**src/rtl/oneshot_pkg.sv**
```systemverilog
`timescale 1ns/1ps
package oneshot_pkg;
  localparam int N_CTRL  = 3;
  localparam int IDX_A   = 0;  // active-low trigger
  localparam int IDX_B   = 1;  // active-high trigger
  localparam int IDX_CLR = 2;  // active-low clear
  typedef logic [N_CTRL-1:0] ctrl_t;
  // Levels assumed at reset: A high, B low, clear released
  localparam ctrl_t IDLE_LEVELS = 3'b101;
endpackage

```
**src/rtl/os_rst_sync.sv**
```systemverilog
`timescale 1ns/1ps
module os_rst_sync (
  input  logic clk,
  input  logic rst_n,
  output logic rst_n_o
);
  logic stage_q;
  logic out_q;

  always_ff @(posedge clk or negedge rst_n) begin
    if (!rst_n) begin
      stage_q <= 1'b0;
      out_q   <= 1'b0;
    end else begin
      stage_q <= 1'b1;
      out_q   <= stage_q;
    end
  end

  assign rst_n_o = out_q;
endmodule

```
**src/rtl/os_sync2.sv**
```systemverilog
`timescale 1ns/1ps
module os_sync2 #(
  parameter logic RST_VAL = 1'b0
) (
  input  logic clk,
  input  logic rst_n,
  input  logic d_i,
  output logic q_o
);
  logic meta_q;
  logic sync_q;

  always_ff @(posedge clk or negedge rst_n) begin
    if (!rst_n) begin
      meta_q <= RST_VAL;
      sync_q <= RST_VAL;
    end else begin
      meta_q <= d_i;
      sync_q <= meta_q;
    end
  end

  assign q_o = sync_q;
endmodule

```
**src/rtl/os_trig_detect.sv**
```systemverilog
`timescale 1ns/1ps
module os_trig_detect
  import oneshot_pkg::*;
(
  input  logic  clk,
  input  logic  rst_n,
  input  ctrl_t lv_i,
  output logic  trig_o
);
  ctrl_t prev_q;
  logic  a_fall, b_rise, clr_rise;
  logic  a_low, b_high, clr_high;

  always_ff @(posedge clk or negedge rst_n) begin
    if (!rst_n) prev_q <= IDLE_LEVELS;
    else        prev_q <= lv_i;
  end

  always_comb begin
    a_low    = !lv_i[IDX_A];
    b_high   = lv_i[IDX_B];
    clr_high = lv_i[IDX_CLR];
    a_fall   = prev_q[IDX_A] && a_low;
    b_rise   = !prev_q[IDX_B] && b_high;
    clr_rise = !prev_q[IDX_CLR] && clr_high;
    trig_o   = (a_fall   && b_high && clr_high)
            || (b_rise   && a_low  && clr_high)
            || (clr_rise && a_low  && b_high);
  end

  // A high or B low blocks every trigger path
  assert_blocked_R5: assert property (@(posedge clk) disable iff (!rst_n)
    (lv_i[IDX_A] || !lv_i[IDX_B]) |-> !trig_o);
  // no trigger while clear is low
  assert_no_trig_in_clear_R4: assert property (@(posedge clk) disable iff (!rst_n)
    !lv_i[IDX_CLR] |-> !trig_o);
endmodule

```
**src/rtl/os_width_counter.sv**
```systemverilog
`timescale 1ns/1ps
module os_width_counter #(
  parameter int WIDTH_W = 8
) (
  input  logic               clk,
  input  logic               rst_n,
  input  logic               clr_s_i,
  input  logic               trig_i,
  input  logic [WIDTH_W-1:0] width_i,
  output logic               pulse_o
);
  localparam logic [WIDTH_W-1:0] CNT_ZERO = '0;
  localparam logic [WIDTH_W-1:0] CNT_ONE  = {{(WIDTH_W-1){1'b0}}, 1'b1};

  logic [WIDTH_W-1:0] cnt_q, cnt_d;
  logic               cnt_en;

  always_comb begin
    cnt_d  = cnt_q;
    cnt_en = !clr_s_i || trig_i || (cnt_q != CNT_ZERO);
    if (!clr_s_i)              cnt_d = CNT_ZERO;
    else if (trig_i)           cnt_d = width_i;
    else if (cnt_q != CNT_ZERO) cnt_d = cnt_q - CNT_ONE;
  end

  always_ff @(posedge clk or negedge rst_n) begin
    if (!rst_n)      cnt_q <= CNT_ZERO;
    else if (cnt_en) cnt_q <= cnt_d;
  end

  assign pulse_o = (cnt_q != CNT_ZERO);

  // clear low empties the counter on the next edge
  assert_clear_idle_R4: assert property (@(posedge clk) disable iff (!rst_n)
    !clr_s_i |=> (cnt_q == CNT_ZERO));
  // a trigger reloads the full width, even mid-pulse
  assert_reload_R6: assert property (@(posedge clk) disable iff (!rst_n)
    (trig_i && clr_s_i) |=> (cnt_q == $past(width_i)));
  // without trigger or clear the count drops by one per cycle
  assert_count_down_R9: assert property (@(posedge clk) disable iff (!rst_n)
    (!trig_i && clr_s_i && cnt_q != CNT_ZERO) |=> (cnt_q == $past(cnt_q) - CNT_ONE));
endmodule

```
**src/rtl/pulse_oneshot.sv**
```systemverilog
`timescale 1ns/1ps
module pulse_oneshot
  import oneshot_pkg::*;
#(
  parameter int WIDTH_W = 8
) (
  input  logic               clk,
  input  logic               rst_n,
  input  logic [WIDTH_W-1:0] width_i,
  input  logic               trig_a_n_i,
  input  logic               trig_b_i,
  input  logic               clr_n_i,
  output logic               q_o,
  output logic               q_n_o
);
  logic  rst_n_s;
  ctrl_t raw_lv;
  ctrl_t sync_lv;
  logic  trig;
  logic  pulse;

  os_rst_sync u_rst (
    .clk     (clk),
    .rst_n   (rst_n),
    .rst_n_o (rst_n_s)
  );

  always_comb begin
    raw_lv          = IDLE_LEVELS;
    raw_lv[IDX_A]   = trig_a_n_i;
    raw_lv[IDX_B]   = trig_b_i;
    raw_lv[IDX_CLR] = clr_n_i;
  end

  for (genvar i = 0; i < N_CTRL; i++) begin : g_sync
    os_sync2 #(.RST_VAL(IDLE_LEVELS[i])) u_sync (
      .clk   (clk),
      .rst_n (rst_n_s),
      .d_i   (raw_lv[i]),
      .q_o   (sync_lv[i])
    );
  end

  os_trig_detect u_det (
    .clk    (clk),
    .rst_n  (rst_n_s),
    .lv_i   (sync_lv),
    .trig_o (trig)
  );

  os_width_counter #(.WIDTH_W(WIDTH_W)) u_cnt (
    .clk     (clk),
    .rst_n   (rst_n_s),
    .clr_s_i (sync_lv[IDX_CLR]),
    .trig_i  (trig),
    .width_i (width_i),
    .pulse_o (pulse)
  );

  assign q_o   = pulse;
  assign q_n_o = ~pulse;

  // a taken trigger with non-zero width shows on q_o after the next edge
  assert_pulse_after_trig_R10: assert property (@(posedge clk) disable iff (!rst_n_s)
    (trig && sync_lv[IDX_CLR] && width_i != '0) |=> q_o);
endmodule

```
**config.mk**
```make
export PLATFORM = sky130hd
export DESIGN_NAME = pulse_oneshot
export DESIGN_NICKNAME = d
export VERILOG_FILES = /design/src/rtl/oneshot_pkg.sv /design/src/rtl/os_rst_sync.sv /design/src/rtl/os_sync2.sv /design/src/rtl/os_trig_detect.sv /design/src/rtl/os_width_counter.sv /design/src/rtl/pulse_oneshot.sv
export SDC_FILE = /design/constraint.sdc
export NUM_CORES = 1
export LEC_CHECK = 0
export BUFFER_PORTS_ARGS = -buffer_cell sky130_fd_sc_hd__buf_2
export CORE_UTILIZATION = 35
export CTS_BUF_LIST = sky130_fd_sc_hd__clkbuf_4 sky130_fd_sc_hd__clkbuf_8
export DETAILED_ROUTE_END_ITERATION = 8
export GPL_ROUTABILITY_DRIVEN = 0
export PLACE_DENSITY = 0.65
export REMOVE_ABC_BUFFERS = 1
export SYNTH_ARGS = -nofsm -noshare
export SYNTH_HDL_FRONTEND = slang
export SYNTH_SLANG_ARGS = --single-unit
```
**constraint.sdc**
```tcl
create_clock -name clk -period 2.8 [get_ports clk]
set_input_delay 0.28 -clock clk [delete_from_list [all_inputs] [get_ports clk]]
set_output_delay 0.28 -clock clk [all_outputs]
set_load 0.01 [all_outputs]
```
Yosys cells after proc, flatten, opt, wreduce, memory -nomap -nowiden
Index checks and enable logic that the tools add are counted.

Register bits after elaboration: 19. Latch bits: 0. RAM bits: 0. Bits in read-only memories: 0. Input bits: 13. Output and inout bits: 2. Logic and storage cells: 35. Memories kept: 0.

Add/subtract/negate cells: 1. $mul: 0. Divide/modulo/power cells: 0. $lt $le $gt $ge: 0. Equality and inequality tests: 1. Shift-type cells: 0. Multiplexer cells: 3. Bitwise gates (word level): 1. Reduce and logical (&&, ||, !) cells: 19.

Operator list (number): $mux W8 (3); $logic_and A1 B1 Y1 (9); $reduce_bool A8 Y1 (1); $sub A8 B1 Y8 const B (1); $logic_not A1 Y1 (4); $logic_or A1 B1 Y1 (4); $ne A3 B2 Y1 const B (1); $reduce_and A2 Y1 (1); $not A1 Y1 (1).

Longest topological paths before layout
Gate-level depths: netlist of run 1.

Word-level depth: 9. Gate-level depth with buffers: 7. Mapped depth without buffers: 6.

By module
A second synthesis of run 1 with hierarchy kept.

Cell total of the unflattened synthesis: 69. Area, all modules: 807.0 um^2.

Modules (own cells, without submodules): os_width_counter (instances 1, cells an instance 53, area an instance 494.2 um^2, sequential area each 200.2 um^2); os_sync2 at g_sync[0].u_sync ... (instances 2, cells an instance 2, area an instance 52.6 um^2, sequential area each 52.6 um^2); os_trig_detect (instances 1, cells an instance 6, area an instance 100.1 um^2, sequential area each 77.6 um^2); os_rst_sync (instances 1, cells an instance 3, area an instance 53.8 um^2, sequential area each 50.0 um^2); os_sync2 at g_sync[1].u_sync (instances 1, cells an instance 2, area an instance 50.0 um^2, sequential area each 50.0 um^2); pulse_oneshot (instances 1, cells an instance 1, area an instance 3.8 um^2, sequential area each 0.0 um^2).

Least setup slack after synthesis of run 1
OpenSTA, ideal clock, no wires.

Path kind: reg2reg. Start: register u_cnt.cnt_q[3]. End: register u_cnt.cnt_q[2]. Setup time: 143 ps. Data arrival time: 1681 ps. Required time: 2657 ps. Slack: 976 ps. Stages on the path, launching flop included: 6. Path buffers: 1. Period minus slack after synthesis: 1824 ps. Cell sequence: dfrtp_1 > or4_4 > or3_1 > buf_2 > o21ai_4 > a311oi_1.

Word-level cells in the longest chain between the ends: 3. Elaborated cells between the ends (all ways): 4. Classes of those cells: eq/ne: 1; reduce/logical: 3.

RTL lines: from (decl) (RTL line os_width_counter.sv:15) `logic [WIDTH_W-1:0] cnt_q, cnt_d;`; from (signal assigned) (RTL line os_width_counter.sv:28) `else if (cnt_en) cnt_q <= cnt_d;`; $reduce_bool A8 Y1 (*); named net q_o (RTL line pulse_oneshot.sv:13) `output logic q_o,`; $ne A3 B2 Y1 (no source line) or $logic_or A1 B1 Y1 (tied branches); $reduce_and A2 Y1 (no source line) (*).

Mark *: on every way through the listed nets, which the timed path passes. The rest lies on a longest branch. A chain may end at the register's enable or synchronous reset.

Worst setup path after layout of run 1
Start: register u_cnt.cnt_q[3]. End: output port q_n_o.

Word-level cells in the longest chain between the ends: 2.

RTL lines: $reduce_bool A8 Y1 (RTL line os_width_counter.sv:31) `assign pulse_o = (cnt_q != CNT_ZERO);`; $not A1 Y1 (RTL line pulse_oneshot.sv:61) `assign q_n_o = ~pulse;`; to (decl) (RTL line pulse_oneshot.sv:14) `output logic q_n_o`.

No other way between the ends.

==> results of run 1 <==
-- stage by stage --
stage | util | instances
floorplan | - | 61
global placement | 0.431 | 102
detailed placement | 0.431 | 102
CTS | 0.451 | 107
global route | 0.451 | 107
finish | 0.451 | 107
-- cells by family after synthesis --
family / Yosys count / share of synthesized area
fa+ha+maj: 1 / 0.0161
compound gates: 11 / 0.121
simple gates: 20 / 0.143
buf+inv: 5 / 0.0258
flops: 19 / 0.622
xor+xnor: 6 / 0.0676
other cells: 1 / 0.00483
-- state kept, by name (all words and copies together) (netlist names) --
name	count
u_rst.stage_q	1
u_rst.rst_n_o	1
g_sync.u_sync.meta_q	3
u_cnt.cnt_q	8
u_det.prev_q	3
g_sync.u_sync.q_o	3
-- critical path: stages, from the launching register on --
cell and delay (ns):
dfrtp_1 0.44, or4_4 0.54, or3_1 0.47, inv_1 0.08
buf_2 0.12
-- metal layers --
metal	up-vias	global-route usage	share of wire
li1	254	-	-
met1	239	0.142	0.48
met2	14	0.203	0.46
met3	2	0.0467	0.051
met4	0	0.0294	0.010
met5	-	0	0
-- cell usage after synthesis (all sizes together) --
cell	number	area share
nand3b	1	0.0097
xnor2	5	0.056
nor4	1	0.0081
o2bb2ai	1	0.011
o31ai	1	0.0097
or4	1	0.014
buf	1	0.0064
dfstp	6	0.20
o21ai	1	0.021
nor3	1	0.0064
or3	2	0.016
a311oi	1	0.011
xor2	1	0.011
inv	3	0.014
nand2b	2	0.016
clkbuf	1	0.0048
ha	1	0.016
conb	1	0.0048
a21boi	1	0.0097
nor2	8	0.039
nand2	2	0.0097
a211oi	5	0.048
and4b	1	0.013
o211ai	1	0.0097
nand4b	1	0.011
dfrtp	13	0.42
-- where the power goes --
part           switching (uW)  internal [uW]  total (uW)
clock                    86.8           54.4         141
combinational             170            182         352
sequential               58.5            339         397
total                     315            575         890
-- cell type report --
cell class,instances,area share
multi-input cells,39,0.300
clock inverters,1,0.00823
flip-flops and latches,19,0.529
clock buffers,3,0.0247
well taps,27,0.0370
inverters,3,0.0123
repair buffers,15,0.0878
-- worst min-delay path by stage --
stage / startpoint / to / cells past startpoint
3_3_place_gp: rst_n / u_rst.stage_q / 1
3_5_place_dp: rst_n / u_rst.stage_q / 1
6_report: trig_a_n_i / g_sync[0].u_sync.meta_q / 1
5_1_grt: trig_a_n_i / g_sync[0].u_sync.meta_q / 1
2_1_floorplan: rst_n / u_rst.rst_n_o / 0
4_1_cts: trig_a_n_i / g_sync[0].u_sync.meta_q / 1
-- placed cells by master, fill, tap and decap left out --
cell and n:
dlygate4sd3_1 1, o211ai_1 1, o2bb2ai_1 1, a311oi_1 1, clkbuf_4 3, o21ai_4 1, and4b_1 1, nand2b_1 2
buf_2 14, or3_1 2, nand4b_1 1, o31ai_1 1, nand3b_1 1, xnor2_1 5, nand2_1 2, xor2_1 1
dfstp_2 6, nor2_1 8, or4_4 1, nor3_1 1, a21boi_0 1, inv_1 3, conb_1 1, nor4_1 1
ha_1 1, a211oi_1 5, clkinvlp_4 1, dfrtp_1 13
==> metrics.md, run 1 <==
| Metric | Value |
|---|---|
| Port bufs | 14 |
| Initial drt markers | 6 |
| Area occupied by registers | 483 um^2 |
| Via Count | 509 |
| Pre-CTS setup slack | 0.882 ns |
| Slew @ Worst Pin | 0.644 ns |
| Area delta synth->final | 17.4% |
| Num ports | 15 |
| Power Total | 890 uW |
| Critical Path Start Type | register |
| CP Capture Type | output pin |
| Total track usage | 0.120 |
| Worst VDD drop | 0.492 mV |
| Max clock buf depth | 2 |
| Multi-input gate area | 274 um^2 |
| Outcome | complete, no violations |
| Chip Height | 49.1 um |
| Later-pin clock latency in the skew report | 0.30 ns |
| Die Wd | 49.1 um |
| Clock Sinks | 19 |
| Flops & latches, synth | 19 |
| Pleak | 0.000402 uW |
| Final instance area | 912 um^2 |
| Max H-tree Level | 1 |
| Syn avg cell area | 12.3 um^2 |
| Num CTS Buffers | 3 |
| Max transition margin | 0.570 |
| RSZ-0062 raised after global routing | no |
| Final Hold Vio Count | 0 |
| Synth warn | 0 |
| Die area | 2410 um^2 |
| Hold WC Path Type | in -> reg |
| Number of fill cells in the layout | 193 |
| CTS tree | built |
| First-pass GRT wire length | 2.14 mm |
| Share of post-route cells with drive strength above 1 | 0.325 |
| R2R Path Start | u_cnt.cnt_q[3] |
| Hold_buf cts | 1 |
| Final hold slack | 0.0676 ns |
| Post-synthesis cell type count | 26 |
| CP Class | reg -> out |
| R2r setup slk | 0.88 ns |
| Setup crit end | q_n_o |
| Mapped Area | 777 um^2 |
| Period utilization | 0.798 |
| Cell row count | 16 |
| Via density | 4.76 |
| Mapped Cells | 63 |
| Root Driver | clkbuf_4 |
| Final worst setup slack | 0.565 ns |
| Worst R2R Path Depth | 4 |
| Final Max Slew Viols | 0 |
| Final HPWL DP | 893 um |
| Register area share after synthesis | 0.622 |
| Antenna Nets Post-Route | 0 |
| CP Data Required Time | 2.52 ns |
| Setup Viol. Count Final | 0 |
| Nets | 95 |
| Worst EP arrival | 1.95 ns |
| Placed Area | 872 um^2 |
| Final TNS setup | 0 ns |
| Initial core utilization | 0.384 |
| Clock Skews | 0.00324 ns |
| Max_cap viols | 0 |
| Clock Pin Slew Worst Setup and Hold Paths | 0.11 ns |
| FMAX | 447 MHz |
| Core area | 2020 um^2 |
| Critical path origin | u_cnt.cnt_q[3] |
| Largest net degree at the start of global routing | 18 |
| CP Max Fanout | 5 |
| Antenna diodes | 0 |
| GR Overflow Total | 0 |
| Final min period | 2.23 ns |
| # resized after CTS | 0 |
| Post-Route WL | 1.24 mm |
| PwrDens | 976 nW/um^2 |
| Antenna violations before repair | 0 |
| WL/cell | 11.6 um |
| Vias in the first global route | 517 |
| Drt first pass iters | 4 |
| Number of remaining DRC errors | 0 |
| Post-CTS setup repair buffer count | 0 |
| Worst R2R End | u_cnt.cnt_q[2] |
Note: power is estimated with default switching activity, not from simulation.
==> inputs of run 2 (changes only) <==
--- a/config.mk
+++ b/config.mk
@@ -5,12 +5,13 @@
 export SDC_FILE = /design/constraint.sdc
 export NUM_CORES = 1
 export LEC_CHECK = 0
+export ABC_AREA = 1
 export BUFFER_PORTS_ARGS = -buffer_cell sky130_fd_sc_hd__buf_2
 export CORE_UTILIZATION = 35
 export CTS_BUF_LIST = sky130_fd_sc_hd__clkbuf_4 sky130_fd_sc_hd__clkbuf_8
 export DETAILED_ROUTE_END_ITERATION = 8
 export GPL_ROUTABILITY_DRIVEN = 0
-export PLACE_DENSITY = 0.65
+export PLACE_DENSITY = 0.66
 export REMOVE_ABC_BUFFERS = 1
 export SYNTH_ARGS = -nofsm -noshare
 export SYNTH_HDL_FRONTEND = slang
==> constraint.sdc (replaced) <==
create_clock -name clk -period 1.85 [get_ports clk]
set_input_delay 0.185 -clock clk [delete_from_list [all_inputs] [get_ports clk]]
set_output_delay 0.185 -clock clk [all_outputs]
set_load 0.01 [all_outputs]
==> run 2 against run 1 <==
Compared with the run above:
- via count grew 45%
- clock-buffer cell count is the same
- register-to-register slack lost 0.45 ns
- hold slack gained 0.060 ns
- total power grew 68%
- worst setup slack lost 0.43 ns
- first-iteration DRC count grew to 3.7 times the previous value
- clock skew grew 0.0056 ns
- synthesized cell count grew 79%
- sequential cell count is the same
- critical path type unchanged
==> metrics.md, run 2 <==
| Metric | Value |
|---|---|
| Vias in the first global route | 684 (+32%) |
| Most numerous cell in the Yosys netlist | nand2_1 |
| Internal power | 849 uW (+48%) |
| Pre-CTS setup slack | 0.408 ns (-0.475 ns) |
| Antenna Nets Post-Route | 0 (unchanged) |
| Primary FF master, synth | dfrtp_1 |
| Largest net degree at the start of global routing | 18 (unchanged) |
| Post-Synth XOR/XNOR Area | 0 (-0.0676) |
| Initial core utilization | 0.369 (-0.0153) |
| Max transition margin | 0.558 (-0.0124) |
| Final Hold Vio Count | 0 (unchanged) |
| CP Max Fanout | 6 (+1) |
| Power Total | 1500 uW (+68%) |
| Final Core Density | 0.444 (-0.00667) |
| Die area | 2800 um^2 (+16%) |
| Comb power frac | 0.464 (+0.069) |
| Max_cap viols | 0 (unchanged) |
| Max clock buf depth | 2 (unchanged) |
| GR Overflow Total | 0 (unchanged) |
| Mux cell area share after synthesis | 0 (unchanged) |
| Reg power frac | 0.388 (-0.058) |
| Slew @ Worst Pin | 0.663 ns (+0.0186 ns) |
| Top reg by flops | u_cnt.cnt_q |
| Pleak | 0.000581 uW (+44%) |
| Final HPWL DP | 1.19 mm (+34%) |
| R2r setup slk | 0.43 ns (-0.45 ns) |
| Drt first pass iters | 4 (unchanged) |
| Via density | 4.46 (-6.2%) |
| Later-pin clock latency in the skew report | 0.31 ns (about the same) |
| Compound-Gate Fraction of Synth Area | 0.0373 (-0.0835) |
| Clock power frac | 0.148 (-0.011) |
| Critical Path Start Type | register |
| Cell Count Post-Placement | 157 (+54%) |
| Port bufs | 14 (unchanged) |
| Mapped Area | 906 um^2 (+17%) |
| Num ports | 15 (unchanged) |
| Nets | 150 (+58%) |
| Root Driver | clkbuf_4 |
| Via Count | 736 (+45%) |
| Area delta synth->final | 20.4% |
| Final Max Slew Viols | 0 (unchanged) |
| Antenna violations before repair | 0 (unchanged) |
| EDFF count, synth | 0 (unchanged) |
| Clock Skews | 0.00887 ns (+0.00564 ns) |
| Period utilization | 0.926 |
| Max FFs per register | 8 (unchanged) |
| First-pass GRT wire length | 2.69 mm (+26%) |
| Synth area leaders | dfrtp_1 36%, dfstp_2 17%, nand2_1 15% |
| Core area | 2450 um^2 (+21%) |
| Post-Route WL | 1.59 mm (+28%) |
| Async set or reset register ratio after synthesis | 1.00 (unchanged) |
| Switching power | 650 uW (+110%) |
| Worst VDD drop | 0.691 mV (+40%) |
| Most frequent cells in the layout | 34 x nand2_1, 18 x inv_1, 14 x buf_2, 13 x dfrtp_1 |
| Area leader, netlist | dfrtp_1 |
| Mapped Cells | 113 (+79%) |
| Num CTS Buffers | 3 (unchanged) |
| Final worst setup slack | 0.137 ns (-0.428 ns) |
| CTS tree | built |
| Total track usage | 0.137 (+0.0167) |
| CP Class | reg -> out |
| Max H-tree Level | 1 (unchanged) |
| Antenna diodes | 0 (unchanged) |
| Post-synth top cells | 35 x nand2_1, 18 x inv_1, 13 x dfrtp_1 |
| Clock Sinks | 19 (unchanged) |
| Fin cells | 165 (+54%) |
| Hold WC Path Type | in -> reg |
| Share of post-route cells with drive strength above 1 | 0.237 (-0.0880) |
| Post-Synth Simple-Gate Area | 0.327 (+0.184) |
| Most common cell after layout, fill and taps aside | nand2_1 |
| WL/cell | 9.65 um (-17%) |
| Initial drt markers | 22 (+16) |
| Final min period | 1.71 ns |
| CP Capture Type | output pin |
| Largest family of logic cells by synthesized area | simple AND/OR/NAND/NOR gates |
| Register area share after synthesis | 0.533 (-0.0884) |
| Flops & latches, synth | 19 (unchanged) |
| PwrDens | 1370 nW/um^2 (+41%) |
| Area share of the largest cell type after synthesis | 0.359 (-0.0596) |
| CP Data Required Time | 1.66 ns (-0.86 ns) |
| Chip Height | 52.9 um (+7.7%) |
| Post-synthesis cell type count | 20 (-23%) |
| Cell row count | 18 (+2) |
| Syn avg cell area | 8.02 um^2 (-35%) |
| Die Wd | 52.9 um (+7.7%) |
| Clock Pin Slew Worst Setup and Hold Paths | 0.11 ns (about the same) |
| Number of fill cells in the layout | 240 (+24%) |
| FMAX | 584 MHz |
| Sw Share | 0.434 (+0.0799) |
| Setup Viol. Count Final | 0 (unchanged) |
| Number of remaining DRC errors | 0 (unchanged) |
| Synth warn | 0 (unchanged) |
| Area share of fa/ha/maj cells after synthesis | 0.0138 (-0.00229) |
| Outcome | complete, no violations |
| Worst EP arrival | 1.53 ns (-0.42 ns) |
## run 2: cell count changes in the layout (fill, tap and decap cells not counted), sizes merged, moves of 3 or more
| cell | previous run | this run |
|---|---|---|
| a211oi | 5 | 0 |
| nor2 | 8 | 15 |
| xnor2 | 5 | 0 |
| nand2 | 2 | 36 |
| dlygate4sd3 | 1 | 4 |
| inv | 3 | 19 |
| a21oi | 0 | 3 |
| nand3 | 0 | 12 |
## run 2: critical path, stage by stage (launching register included)
cell and delay [ns]:
dfrtp_1 0.40, inv_1 0.08, ha_1 0.16, inv_1 0.07
nor2_4 0.14, nand2_2 0.09, nor2_4 0.14, buf_2 0.14
## run 2: final timing paths
kind | startpoint | endpoint | cells after the start
min | width_i[2] | u_cnt.cnt_q[2] | 3
min reg2reg | u_rst.rst_n_o | g_sync[1].u_sync.meta_q | 0
max | u_cnt.cnt_q[0] | q_n_o | 7
max in group asynchronous | u_rst.rst_n_o | u_cnt.cnt_q[4] | 0
min in group asynchronous | rst_n | u_rst.stage_q | 2
max reg2reg | u_cnt.cnt_q[0] | u_cnt.cnt_q[0] | 8
## run 2: power groups by stage
stage | sequential (uW) | combinational, uW | clock (uW)
3_5_place_dp | 592 | 655 | 0
4_1_cts | 583 | 666 | 233
2_1_floorplan | 573 | 518 | 0
6_report | 582 | 696 | 222
3_3_place_gp | 590 | 644 | 0
5_1_grt | 593 | 813 | 239
## run 2: cell type report
class	count	area, um^2	share of cell area
clock buffers	3	22.5	0.0206
clock inverters	1	7.51	0.00688
inverters	20	76.3	0.0700
multi-input cells	74	354	0.325
flip-flops and latches	19	483	0.443
well taps	30	37.5	0.0344
repair buffers	18	110	0.101
## run 2: metrics by stage
| step | hold WS (ns) | instance area, um^2 | setup TNS [ns] |
|---|---|---|---|
| global placement | -0.0299 | 1010 | 0 |
| detailed placement | -0.0282 | 1010 | 0 |
| CTS | 0.131 | 1080 | 0 |
| global route | 0.143 | 1090 | -0.0000562 |
| floorplan | -0.111 | 906 | 0 |
| finish | 0.127 | 1090 | 0 |
## run 2: cell families (layout without fill, tap and decap cells)
family / Yosys count / after routing
compound gates: 6 / 6
fa+ha+maj: 1 / 1
buf+inv: 20 / 42
flops: 19 / 19
other cells: 1 / 1
simple gates: 66 / 66
## run 2: what timing repair did
action                                  in CTS  in global routing
endpoints found under the setup margin       0                  1
hold buffers                                 4                  0
buffers inserted                             0                  0
resized for setup                            0                  2
hold endpoints to repair                     5                  0
## run 2: layer usage
| metal | global-route usage | up-vias | part of all wire |
|---|---|---|---|
| li1 | - | 388 | - |
| met1 | 0.174 | 325 | 0.48 |
| met2 | 0.215 | 18 | 0.45 |
| met3 | 0.0345 | 5 | 0.038 |
| met4 | 0.0658 | 0 | 0.025 |
| met5 | 0 | - | 0 |
==> inputs of run 3 (changes only) <==
--- a/config.mk
+++ b/config.mk
@@ -5,13 +5,13 @@
 export SDC_FILE = /design/constraint.sdc
 export NUM_CORES = 1
 export LEC_CHECK = 0
-export ABC_AREA = 1
 export BUFFER_PORTS_ARGS = -buffer_cell sky130_fd_sc_hd__buf_2
 export CORE_UTILIZATION = 35
 export CTS_BUF_LIST = sky130_fd_sc_hd__clkbuf_4 sky130_fd_sc_hd__clkbuf_8
 export DETAILED_ROUTE_END_ITERATION = 8
 export GPL_ROUTABILITY_DRIVEN = 0
-export PLACE_DENSITY = 0.66
+export GPL_TIMING_DRIVEN = 0
+export PLACE_DENSITY = 0.67
 export REMOVE_ABC_BUFFERS = 1
 export SYNTH_ARGS = -nofsm -noshare
 export SYNTH_HDL_FRONTEND = slang
==> run 3 against run 2 <==
Compared with the run above:
- the run now ends with setup timing left
- design area is 9.9% lower
- global-route usage about the same
- hold slack got worse by 0.028 ns
- sequential cell count is the same
- critical path type unchanged
- critical endpoint unchanged
==> metrics.md, run 3 (synthesized netlist as in run 1, its figures left out) <==
| Metric | Value |
|---|---|
| Critical Path Start Type | register |
| Root Driver | clkbuf_4 |
| Slew @ Worst Pin | 0.659 ns (-0.00360 ns) |
| Vias in the first global route | 577 (-16%) |
| Max transition margin | 0.560 (+0.00240) |
| Num ports | 15 (unchanged) |
| RSZ-0062 raised after global routing | yes |
| CP Max Fanout | 4 (-2) |
| Via Count | 542 (-26%) |
| Outcome | finished, violations left |
| Number of fill cells in the layout | 195 (-19%) |
| Final Max Slew Viols | 0 (unchanged) |
| Number of remaining DRC errors | 0 (unchanged) |
| WL/cell | 12.6 um (+31%) |
| Pleak | 0.000435 uW (-25%) |
| Top routing layer in use | met4 |
| Initial core utilization | 0.384 (+0.0153) |
| Area delta synth->final | 26.6% |
| Worst EP arrival | 1.80 ns (+0.27 ns) |
| Antenna diodes | 0 (unchanged) |
| Fin cells | 114 (-31%) |
| GR Overflow Total | 0 (unchanged) |
| Met2 routed WL | 726 um (+0.55%) |
| Top reg by flops | u_cnt.cnt_q |
| Clock Skews | 0.00288 ns (-0.00599 ns) |
| Total track usage | 0.137 (+0.000297) |
| PwrDens | 1520 nW/um^2 (+11%) |
| Period utilization | 1.07 (+0.145) |
| Max clock buf depth | 2 (unchanged) |
| Cell row count | 16 (-2) |
| Via density | 4.75 (+6.6%) |
| CP Capture Type | output pin |
| Core area | 2020 um^2 (-18%) |
| Clock Sinks | 19 (unchanged) |
| Max_cap viols | 0 (unchanged) |
| Setup Viol. Count Final | 9 (+9) |
| Port bufs | 14 (unchanged) |
| Antenna violations before repair | 0 (unchanged) |
| Met3 wire length | 93 um (+52%) |
| Chip Height | 49.1 um (-7.1%) |
| Final worst setup slack | -0.131 ns (-0.268 ns) |
| Largest net degree at the start of global routing | 18 (unchanged) |
| Clock Pin Slew Worst Setup and Hold Paths | 0.11 ns (about the same) |
| CP Class | reg -> out |
| Most frequent cells in the layout | 13 x dfrtp_1, 13 x buf_2, 8 x nor2_1, 6 x dfstp_2 |
| FMAX | 505 MHz (-14%) |
| Later-pin clock latency in the skew report | 0.30 ns (about the same) |
| Final Core Density | 0.486 (+0.0419) |
| Hold WC Path Type | in -> reg |
| Initial drt markers | 3 (-86%) |
| Failing checks | setup timing |
| Share of post-route cells with drive strength above 1 | 0.368 (+0.131) |
| Cell Count Post-Placement | 102 (-35%) |
| Final min period | 1.98 ns (+0.268 ns) |
| Post-Route WL | 1.44 mm (-9.7%) |
| Power Total | 1490 uW (-0.32%) |
| Worst VDD drop | 0.768 mV (+11%) |
| CTS tree | built |
| Final HPWL DP | 909 um (-24%) |
| Nets | 102 (-32%) |
| Final Hold Vio Count | 0 (unchanged) |
| Die area | 2410 um^2 (-14%) |
| Die Wd | 49.1 um (-7.1%) |
| Final hold slack | 0.0990 ns (-0.0283 ns) |
| Drt first pass iters | 2 (-2) |
| Max H-tree Level | 1 (unchanged) |
| M1 WL | 605 um (-21%) |
| CP Data Required Time | 1.66 ns (about the same) |
| Antenna Nets Post-Route | 0 (unchanged) |
| Num CTS Buffers | 3 (unchanged) |
| First-pass GRT wire length | 2.45 mm (-9.0%) |
| Max FFs per register | 8 (unchanged) |
-- run 3: cell types whose count changed in the layout (fill, tap and decap cells not counted), sizes merged, moves of 2 or more --
cell,previous run,this run
or3,0,2
nand2b,0,2
inv,19,3
xnor2,0,5
o21ai,3,1
nor2,15,8
a21oi,3,0
buf,14,18
nand2,36,2
a211oi,0,5
nand3,12,0
-- run 3: metal layers --
layer | track usage | vias to the layer above
met5 | 0 | -
met1 | 0.151 | 258
li1 | - | 266
met2 | 0.237 | 16
met4 | 0.0441 | 0
met3 | 0.0561 | 2
-- run 3: final timing paths --
check	startpoint	to	slack (ns)	depth (start not counted)
max	u_cnt.cnt_q[4]	q_n_o	-0.13	4
min	width_i[0]	u_cnt.cnt_q[0]	0.1	2
max reg2reg	u_cnt.cnt_q[4]	u_cnt.cnt_q[6]	-0.08	5
min reg2reg	u_rst.rst_n_o	u_cnt.cnt_q[5]	0.28	0
max in group asynchronous	u_rst.rst_n_o	u_cnt.cnt_q[1]	1.15	0
min in group asynchronous	rst_n	u_rst.stage_q	0.18	2
-- run 3: metrics by stage --
step | instance area (um^2) | TNS, ns | setup WS, ns
3_3_place_gp | 872 | -0.434 | -0.0749
4_1_cts | 983 | -0.920 | -0.156
5_1_grt | 983 | -1.31 | -0.197
6_report | 983 | -0.758 | -0.131
2_1_floorplan | 768 | -0.0130 | -0.00244
3_5_place_dp | 872 | -0.637 | -0.105
-- run 3: repair_timing --
| item | CTS | global route |
|---|---|---|
| endpoints found under the setup margin | 10 | 10 |
| setup buffers | 4 | 0 |
| resized for setup | 4 | 0 |
| hold buffers | 4 | 0 |
| hold endpoints to repair | 5 | 0 |
| pin swaps | 3 | 2 |
-- run 3: worst max-delay path, stage by stage, from the launching register on --
cell	delay (ns)
dfrtp_1	0.44
or4_4	0.50
or3_4	0.41
inv_2	0.07
buf_6	0.09
-- run 3: report_power, final --
part / switching (uW) / internal, uW
logic: 314 / 374
clock network: 131 / 82.2
registers: 80.7 / 512
-- run 3: area by class of cell --
cell class | instances | area, um^2 | area share
multi-input combinational | 39 | 279 | 0.284
timing repair buffer | 22 | 146 | 0.149
inverter | 3 | 11.3 | 0.0115
clock buffer | 3 | 22.5 | 0.0229
tap | 27 | 33.8 | 0.0344
clock inverter | 1 | 7.51 | 0.00763
sequential | 19 | 483 | 0.491
